`config.mk`:
```
export PLATFORM = sky130hd
export DESIGN_NAME = carwash_seq
export DESIGN_NICKNAME = d
export VERILOG_FILES = /design/src/rtl/carwash_pkg.sv /design/src/rtl/cw_next_stage.sv /design/src/rtl/cw_stage_decode.sv /design/src/rtl/carwash_seq.sv
export SDC_FILE = /design/constraint.sdc
export NUM_CORES = 1
export LEC_CHECK = 0
export BUFFER_PORTS_ARGS = -buffer_cell sky130_fd_sc_hd__buf_2
export CORE_AREA = 2 2 39 41
export DETAILED_ROUTE_END_ITERATION = 7
export DIE_AREA = 0 0 41 43
export HOLD_SLACK_MARGIN = 0.03
export PLACE_DENSITY = 0.65
export SLEW_MARGIN = 20
export SYNTH_ARGS = -nofsm -noshare
export SYNTH_HDL_FRONTEND = slang
export SYNTH_SLANG_ARGS = --single-unit
```
`constraint.sdc`:
```
create_clock -name clk -period 1.4 [get_ports clk]
set_input_delay 0.28 -clock clk [delete_from_list [all_inputs] [get_ports clk]]
set_output_delay 0.28 -clock clk [all_outputs]
set_load 0.05 [all_outputs]
```
`src/rtl/carwash_pkg.sv`:
```
package carwash_pkg;

  localparam int STAGE_COUNT = 8;
  localparam int CODE_W      = $clog2(STAGE_COUNT);

  typedef enum logic [CODE_W-1:0] {
    ST_IDLE    = 3'd0,
    ST_RINSE_A = 3'd1,
    ST_SOAP    = 3'd2,
    ST_SCRUB   = 3'd3,
    ST_RINSE_B = 3'd4,
    ST_WAX     = 3'd5,
    ST_RINSE_C = 3'd6,
    ST_DRY     = 3'd7
  } stage_t;

endpackage

```
`src/rtl/cw_next_stage.sv`:
```
module cw_next_stage
  import carwash_pkg::*;
(
  input  stage_t cur_i,
  input  logic   start_i,
  input  logic   deluxe_i,
  input  logic   kill_i,
  output stage_t nxt_o
);

  always_comb begin
    nxt_o = ST_IDLE;
    if (!kill_i) begin
      unique case (cur_i)
        ST_IDLE:    nxt_o = start_i ? ST_RINSE_A : ST_IDLE;
        ST_RINSE_A: nxt_o = ST_SOAP;
        ST_SOAP:    nxt_o = ST_SCRUB;
        ST_SCRUB:   nxt_o = ST_RINSE_B;
        ST_RINSE_B: nxt_o = deluxe_i ? ST_WAX : ST_IDLE;
        ST_WAX:     nxt_o = ST_RINSE_C;
        ST_RINSE_C: nxt_o = ST_DRY;
        ST_DRY:     nxt_o = ST_IDLE;
        default:    nxt_o = ST_IDLE;
      endcase
    end
  end

endmodule

```
`src/rtl/cw_stage_decode.sv`:
```
module cw_stage_decode #(
  parameter int N = 8,
  parameter int W = $clog2(N)
) (
  input  logic [W-1:0] code_i,
  output logic [N-1:0] onehot_o
);

  for (genvar g = 0; g < N; g++) begin : g_bit
    assign onehot_o[g] = (code_i == W'(g));
  end

endmodule

```
`src/rtl/carwash_seq.sv`:
```
module carwash_seq
  import carwash_pkg::*;
(
  input  logic                   clk,
  input  logic                   rst,
  input  logic                   start_i,
  input  logic                   deluxe_i,
  input  logic                   kill_i,
  output logic [CODE_W-1:0]      stage_code_o,
  output logic [STAGE_COUNT-1:0] stage_led_o
);

  stage_t                 stage_q;
  stage_t                 stage_d;
  logic [STAGE_COUNT-1:0] led_d;
  logic [STAGE_COUNT-1:0] led_q;

  cw_next_stage u_next (
    .cur_i    (stage_q),
    .start_i  (start_i),
    .deluxe_i (deluxe_i),
    .kill_i   (kill_i),
    .nxt_o    (stage_d)
  );

  // Decode the upcoming stage so the indicators are registered with the code.
  cw_stage_decode #(
    .N (STAGE_COUNT),
    .W (CODE_W)
  ) u_dec (
    .code_i   (stage_d),
    .onehot_o (led_d)
  );

  always_ff @(posedge clk) begin
    if (rst) begin
      stage_q <= ST_IDLE;
      led_q   <= STAGE_COUNT'(1);
    end else begin
      stage_q <= stage_d;
      led_q   <= led_d;
    end
  end

  assign stage_code_o = stage_q;
  assign stage_led_o  = led_q;

endmodule

```
==> metrics.yaml, run 1 <==
synth:
  ys_seq_elements: 11
  ys.warnings.count: 0
  syn_inst: 43
  synth_area_um2: 444
  seq_area_frac_synth_pct: 49.6
  syn_area_per_cell_um2: 10.3
  syn_nets: 52
  ys_types: 16
timing:
  finClkSkew_ns: 0.00115
  whs_ns: 0.235
  drv_slew: 0
  layout_setup_ws_ns: 0.0209
  hold_viol: 0
  grt_setup_unrepaired: "yes"
  fin_crit_sh_pct: 98.5
  finalSetupViolations: 0
  worstMarginPinSlew_ns: 0.246
  max_freq_mhz: 725
  min_period_ns: 1.38
  relSlewSlack_pct: 83.4
floorplan:
  die_area_mm2: 0.00176
  row_count: 14
  io_pins: 16
  initial_utilization_pct: 32.1
  die_w_um: 41
  die_h_um: 43
  core_mm2: 0.00138
layout:
  diodes: 0
  final_area_um2: 709
  finalNetCount: 76
  syn_to_final_growth_pct: 59.7
  drive_above_1_share_pct: 63.6
  fin_util_pct: 51.3
  nFillCells: 129
global_routing:
  grt_max_degree: 7
  first_global_vias: 360
  grt-ovfl-total: 0
  antenna_found_initial: 0
  grtUsageTotal_pct: 12.8
  grt_pass1_wl_um: 1480
min_path:
  hold_class: "input pin to register"
  min_from: "rst"
clock_tree:
  clock_path_buffers: 2
  cts_tree: "done"
  root_buffer: "clkbuf_4"
  postCtsHoldBufs: 0
  cts_made_buffers: 3
  post_cts_buffers: 0
  clk_latency_ns: 0.26
  cts_max_level: 1
  cts.sinks: 11
  clk_pin_slew_ns: 0.07
flow_run:
  drv_cap: 0
route:
  initialDrtViolationCount: 0
  vias_per_cell: 4.80
  routedWlPerCell_um: 12.0
  wl_um: 988
  dr.pass1.iters: 1
  antenna_left: 0
  post-route-drc-count: 0
  vias: 394
setup_path:
  crit_start: "stage_code_o[0]"
  cp.required_ns: 1.58
  worstSetupPathType: "register to register"
  r2r-start: "stage_code_o[0]"
  start_kind: "register"
  path_max_fanout: 5
  arrival_ns: 1.56
  endpoint_kind: "register"
power:
  p_per_area_mw_per_mm2: 902
  fin_total_pwr_mw: 0.640
  ir_worst_vdd_v: 0.000525
  leakagePower_nw: 0.297
placement:
  gp_congestion: 0.740
  placed_cell_area_um2: 602
  port_buffers: 15
  hpwl_um: 666
  place_ws_ns: -0.0511
status:
  status: "finished, final reports clean"
-- sequential cells by signal, summed over array words and instances (netlist names) --
name / count
stage_led_o: 8
stage_code_o: 3
-- path summary, 6_finish.rpt --
kind	slack (ns)	depth (start not counted)	to
setup / recovery	0.02	5	stage_led_o[5]
hold / removal	0.24	3	stage_led_o[0]
setup reg to reg	0.02	5	stage_led_o[5]
hold reg to reg	0.69	3	stage_led_o[4]
-- per-stage QoR --
stage,instances,setup TNS (ns)
2_1_floorplan,43,-0.307
3_3_place_gp,78,-0.0679
3_5_place_dp,78,-0.121
4_1_cts,82,-0.0109
5_1_grt,82,-0.0484
6_report,82,0
-- logic make-up after synthesis --
| family | count (synthesis) | synth area share (%) |
|---|---|---|
| adders and majority gates | 4 | 11.3 |
| AOI/OAI and AO/OA | 8 | 16.1 |
| DFF | 11 | 49.6 |
| and+or+nand+nor | 15 | 18.9 |
| buffers and inverters | 5 | 4.23 |
-- worst max-delay path: stages (launching register included) --
cell and delay (ns):
dfxtp_4 0.39, inv_4 0.05, ha_4 0.17, and2_4 0.14, o41a_4 0.39, nor4_2 0.14
-- what timing repair did --
action,4_1_cts,5_1_grt
resized for setup,5,9
pin swaps,1,4
setup endpoints to repair,6,9
-- placed cells by master, fill, tap and decap left out, drive strengths merged, types with 2 or more instances in the layout --
master	count
buf	19
dfxtp	11
inv	5
clkbuf	4
nor3	5
a31oi	2
nor2	4
ha	4
a211oi	2
nor4	3
-- cell type report --
class	count	area [um^2]	area share (%)
multi-input cells	27	307	43.2
flip-flops and latches	11	228	32.1
repair buffers	19	105	14.8
clock buffers	4	26.3	3.70
inverters	5	23.8	3.35
well taps	16	20.0	2.82
-- synthesized netlist by cell type --
library cell / number / area [um^2]
dfxtp_1: 11 / 220
inv_1: 5 / 18.8
nor3_1: 5 / 25.0
ha_1: 4 / 50.1
nor2_1: 4 / 15.0
a211oi_1: 2 / 15.0
a31oi_1: 2 / 12.5
nor4_1: 2 / 12.5
a21o_2: 1 / 8.76
and2_4: 1 / 8.76
nand2_1: 1 / 3.75
nor4_2: 1 / 12.5
o21ai_0: 1 / 5.00
o41a_4: 1 / 21.3
o41ai_1: 1 / 8.76
or2_1: 1 / 6.26
-- report_power, final --
group / total [mW] / internal (mW) / switching, mW
logic: 0.109 / 0.0434 / 0.0653
clock network: 0.210 / 0.110 / 0.0994
registers: 0.322 / 0.317 / 0.00519
total: 0.640 / 0.470 / 0.170
-- metal layers --
layer,vias to the layer above,wire length (um),GRT usage [%]
met5,-,0,0
met4,0,0,4.00
met3,0,67,7.85
met2,10,533,19.1
met1,184,388,14.6
li1,200,-,-
Power figures use the tool's default switching activity.
==> inputs of run 2 (changes only) <==
--- a/config.mk
+++ b/config.mk
@@ -11,6 +11,7 @@
 export DIE_AREA = 0 0 41 43
 export HOLD_SLACK_MARGIN = 0.03
 export PLACE_DENSITY = 0.65
+export REMOVE_ABC_BUFFERS = 1
 export SLEW_MARGIN = 20
 export SYNTH_ARGS = -nofsm -noshare
 export SYNTH_HDL_FRONTEND = slang
==> metrics.yaml, run 2 (same netlist as run 1, synthesis figures left out) <==
setup_path:
  critical_path.top_delay_family: "flip-flops"
  critPathBufInv: 2
  r2r-end: "stage_led_o[2]"
  cp.required_ns: 1.53
  endpoint_kind: "register"
  crit_start: "stage_code_o[0]"
  cp_cell_sequence: "inv_4 > ha_4 > and2_4 > o41ai_4 > buf_4 > nor3_1"
  cp_slowest_cell: "dfxtp_4"
  r2r-start: "stage_code_o[0]"
  reg2reg_slack_ns: -0.07
  slowest_delay_ns: 0.39
  arrival_ns: 1.60
  worstRegToRegCells: 6
  path_max_fanout: 4
  start_kind: "register"
  worstSetupPathType: "register to register"
floorplan:
  die_area_mm2: 0.00176
  die_h_um: 43
  initial_utilization_pct: 32.1
  die_w_um: 41
  row_count: 14
  io_pins: 16
  core_mm2: 0.00138
clock_tree:
  clk_latency_ns: 0.26
  cts_tree: "done"
  root_buffer: "clkbuf_4"
  clock_path_buffers: 2
  cts_made_buffers: 3
  cts_max_level: 1
  clk_pin_slew_ns: 0.08
  postCtsHoldBufs: 0
  cts.sinks: 11
route:
  antenna_left: 0
  vias: 397
  post-route-drc-count: 0
  vias_per_cell: 4.78
  routedWlPerCell_um: 12.8
  wl_um: 1060
  dr.pass1.iters: 4
  initialDrtViolationCount: 10
global_routing:
  grtUsageTotal_pct: 12.0
  grt_max_degree: 9
  first_global_vias: 390
  busiest_layer: "met2"
  use_met3_pct: 1.57
  met1_usage_pct: 13.3
  grt-ovfl-total: 0
  grt_use_met2_pct: 19.7
  grt_pass1_wl_um: 1460
  antenna_found_initial: 0
placement:
  place_ws_ns: -0.146
  gp_congestion: 0.773
  dpl.cell_count: 79
  hpwl_um: 686
  port_buffers: 15
timing:
  min_period_ns: 1.47
  worstMarginPinSlew_ns: 0.380
  relSlewSlack_pct: 74.5
  max_freq_mhz: 678
  hold_viol: 0
  drv_slew: 0
  finClkSkew_ns: 0.0103
  fin_crit_sh_pct: 105
  grt_setup_unrepaired: "yes"
  layout_setup_ws_ns: -0.0739
  finalSetupViolations: 8
min_path:
  min_from: "rst"
  hold_path_end: "stage_led_o[0]"
  whs_path_depth: 3
  hold_class: "input pin to register"
flow_run:
  drv_cap: 0
layout:
  fin_util_pct: 52.8
  final_cells: 83
  syn_to_final_growth_pct: 64.5
  final_common_cell: "buf_2"
  drive_above_1_share_pct: 61.2
  final_cell_mix: "buf_2 (15), dfxtp_1 (9), buf_4 (5), nor3_1 (4), nor2_1 (4)"
  largest_register_ffs: 8
  diodes: 0
  multiInputGateArea_um2: 325
  nFillCells: 128
  regArea_um2: 225
  finalNetCount: 77
status:
  status: "finished, violations left"
  violations: "negative setup slack"
power:
  p_per_area_mw_per_mm2: 888
  leakagePower_nw: 0.306
  ir_worst_vdd_v: 0.000440
-- run 2: cell count changes in the layout (fill, tap and decap cells not counted) --
cell / change
nor4_2: -2
nor4_4: +2
a211oi_1: +1
a211oi_2: -1
buf_4: +1
dfxtp_2: +1
dfxtp_4: -1
inv_2: +1
inv_4: -1
nor3_1: +1
nor3_2: -1
o41ai_2: -1
o41ai_4: +1
-- run 2: metrics by stage --
| step | TNS, ns | hold slack (ns) | cell area (um^2) | total power, mW |
|---|---|---|---|---|
| floorplan | -3.80 | 0.359 | 444 | 0.385 |
| global placement | -0.208 | 0.498 | 577 | 0.414 |
| detailed placement | -0.528 | 0.496 | 577 | 0.414 |
| CTS | -0.0824 | 0.220 | 628 | 0.631 |
| global route | -0.667 | 0.245 | 731 | 0.676 |
| finish | -0.269 | 0.231 | 731 | 0.649 |
-- run 2: final cells by class --
cell class | count | area share, %
Inverter | 5 | 2.91
Multi-Input combinational cell | 27 | 44.5
Sequential cell | 11 | 30.8
Tap cell | 16 | 2.74
Timing Repair Buffer | 20 | 15.4
Clock buffer | 4 | 3.60
-- run 2: power breakdown --
part | switching (mW) | internal (mW)
combinational | 0.0703 | 0.0463
clock | 0.100 | 0.110
sequential | 0.00426 | 0.318
-- run 2: worst max-delay path by stage --
stage | end | cells past startpoint
5_1_grt | stage_led_o[0] | 6
3_3_place_gp | stage_led_o[5] | 5
4_1_cts | stage_led_o[5] | 6
6_report | stage_led_o[2] | 6
3_5_place_dp | stage_led_o[5] | 5
2_1_floorplan | stage_led_o[0] | 5
-- run 2: routing by layer --
| layer | share of wire, % | routed length, um | vias up |
|---|---|---|---|
| met4 | 1.1 | 12 | 0 |
| met3 | 4.9 | 52 | 2 |
| li1 | - | - | 200 |
| met1 | 43 | 458 | 186 |
| met5 | 0 | 0 | - |
| met2 | 51 | 537 | 9 |
-- run 2: timing repair --
item | in CTS | in global routing
gates resized for setup | 7 | 17
setup buffers | 0 | 1
pin swaps | 4 | 6
setup endpoints to repair | 8 | 9
-- run 2: tightest hold or removal path: stages --
cell and delay (ns):
buf_2 0.09, nor2_1 0.04, o21ai_0 0.05
==> inputs of run 3 (changes only) <==
--- a/config.mk
+++ b/config.mk
@@ -12,6 +12,7 @@
 export HOLD_SLACK_MARGIN = 0.03
 export PLACE_DENSITY = 0.65
 export REMOVE_ABC_BUFFERS = 1
+export SKIP_CTS_REPAIR_TIMING = 1
 export SLEW_MARGIN = 20
 export SYNTH_ARGS = -nofsm -noshare
 export SYNTH_HDL_FRONTEND = slang
==> metrics.yaml, run 3 (same netlist as run 1, synthesis figures left out) <==
status:
  status: "finished, violations left"
  violations: "negative setup slack"
layout:
  nFillCells: 133
  drive_above_1_share_pct: 61.2
  final_cell_mix: "buf_2 (15), dfxtp_1 (9), buf_4 (5), nor3_1 (4), nor2_1 (4)"
  syn_to_final_growth_pct: 53.8
  finalNetCount: 77
  diodes: 0
  final_area_um2: 683
  final_common_cell: "buf_2"
  final_cells: 83
  largest_register_ffs: 8
  fin_util_pct: 49.4
placement:
  placed_cell_area_um2: 577
  port_buffers: 15
  hpwl_um: 686
  place_ws_ns: -0.146
  gp_congestion: 0.773
  dpl.cell_count: 79
timing:
  drv_slew: 0
  hold_viol: 0
  setup_tns_ns: -0.0628
  min_period_ns: 1.46
  grt_setup_unrepaired: "yes"
  max_freq_mhz: 684
  finalSetupViolations: 1
  fin_crit_sh_pct: 104
  layout_setup_ws_ns: -0.0628
  finClkSkew_ns: 0.00477
  relSlewSlack_pct: 77.9
  worstMarginPinSlew_ns: 0.329
  whs_ns: 0.237
floorplan:
  core_mm2: 0.00138
  die_area_mm2: 0.00176
  initial_utilization_pct: 32.1
  die_w_um: 41
  io_pins: 16
  row_count: 14
  die_h_um: 43
global_routing:
  first_global_vias: 375
  antenna_found_initial: 0
  grt_pass1_wl_um: 1460
  grtUsageTotal_pct: 11.9
  grt-ovfl-total: 0
  grt_max_degree: 9
clock_tree:
  cts_made_buffers: 3
  clock_path_buffers: 2
  root_buffer: "clkbuf_4"
  clk_pin_slew_ns: 0.07
  clk_latency_ns: 0.26
  cts_max_level: 1
  cts.sinks: 11
  cts_tree: "done"
min_path:
  whs_path_depth: 3
  min_from: "rst"
  hold_path_end: "stage_led_o[0]"
  hold_class: "input pin to register"
route:
  vias_per_cell: 4.80
  wl_um: 981
  routedWlPerCell_um: 11.8
  antenna_left: 0
  post-route-drc-count: 0
  initialDrtViolationCount: 4
  vias: 398
  dr.pass1.iters: 4
power:
  ir_worst_vdd_v: 0.000307
  leakagePower_nw: 0.295
  fin_total_pwr_mw: 0.636
  p_per_area_mw_per_mm2: 930
setup_path:
  path_max_fanout: 5
  endpoint_kind: "register"
  arrival_ns: 1.63
  r2r-end: "stage_led_o[5]"
  worstRegToRegCells: 5
  start_kind: "register"
  reg2reg_slack_ns: -0.06
  worstSetupPathType: "register to register"
  r2r-start: "stage_code_o[0]"
  cp.required_ns: 1.57
flow_run:
  drv_cap: 0
-- run 3: cell type report --
| type | count | area, um^2 | area share, % |
|---|---|---|---|
| Clock buffer | 4 | 26.3 | 3.85 |
| Inverter | 5 | 21.3 | 3.11 |
| Multi-Input combinational cell | 27 | 278 | 40.7 |
| Sequential cell | 11 | 225 | 33.0 |
| Tap cell | 16 | 20.0 | 2.93 |
| Timing Repair Buffer | 20 | 113 | 16.5 |
-- run 3: how the worst max path moves through the flow --
stage,from,to,depth (start not counted)
after floorplan,stage_code_o[0],stage_led_o[0],5
after global placement,stage_code_o[0],stage_led_o[5],5
after detailed placement,stage_code_o[0],stage_led_o[5],5
after CTS,stage_code_o[0],stage_led_o[5],5
after global routing,stage_code_o[0],stage_led_o[5],5
final,stage_code_o[0],stage_led_o[5],5
-- run 3: worst max-delay path, stage by stage, from the launching register on --
cell and delay (ns):
dfxtp_4 0.37, inv_4 0.04, ha_4 0.16, and2_4 0.14
o41a_4 0.40, nor4_4 0.26
-- run 3: power by group --
| part | leakage [nW] | switching, mW | internal (mW) | total, mW |
|---|---|---|---|---|
| Clock | 0.0150 | 0.0967 | 0.110 | 0.207 |
| Combinational | 0.190 | 0.0659 | 0.0414 | 0.107 |
| Sequential | 0.0903 | 0.00364 | 0.318 | 0.322 |
| Total | 0.295 | 0.166 | 0.469 | 0.636 |
-- run 3: layer usage --
layer	vias up	part of all wire (%)	track usage (%)
met5	-	0	0
met4	0	1.2	8.00
met3	2	5.3	1.57
met2	9	50	18.8
met1	184	43	13.9
li1	203	-	-
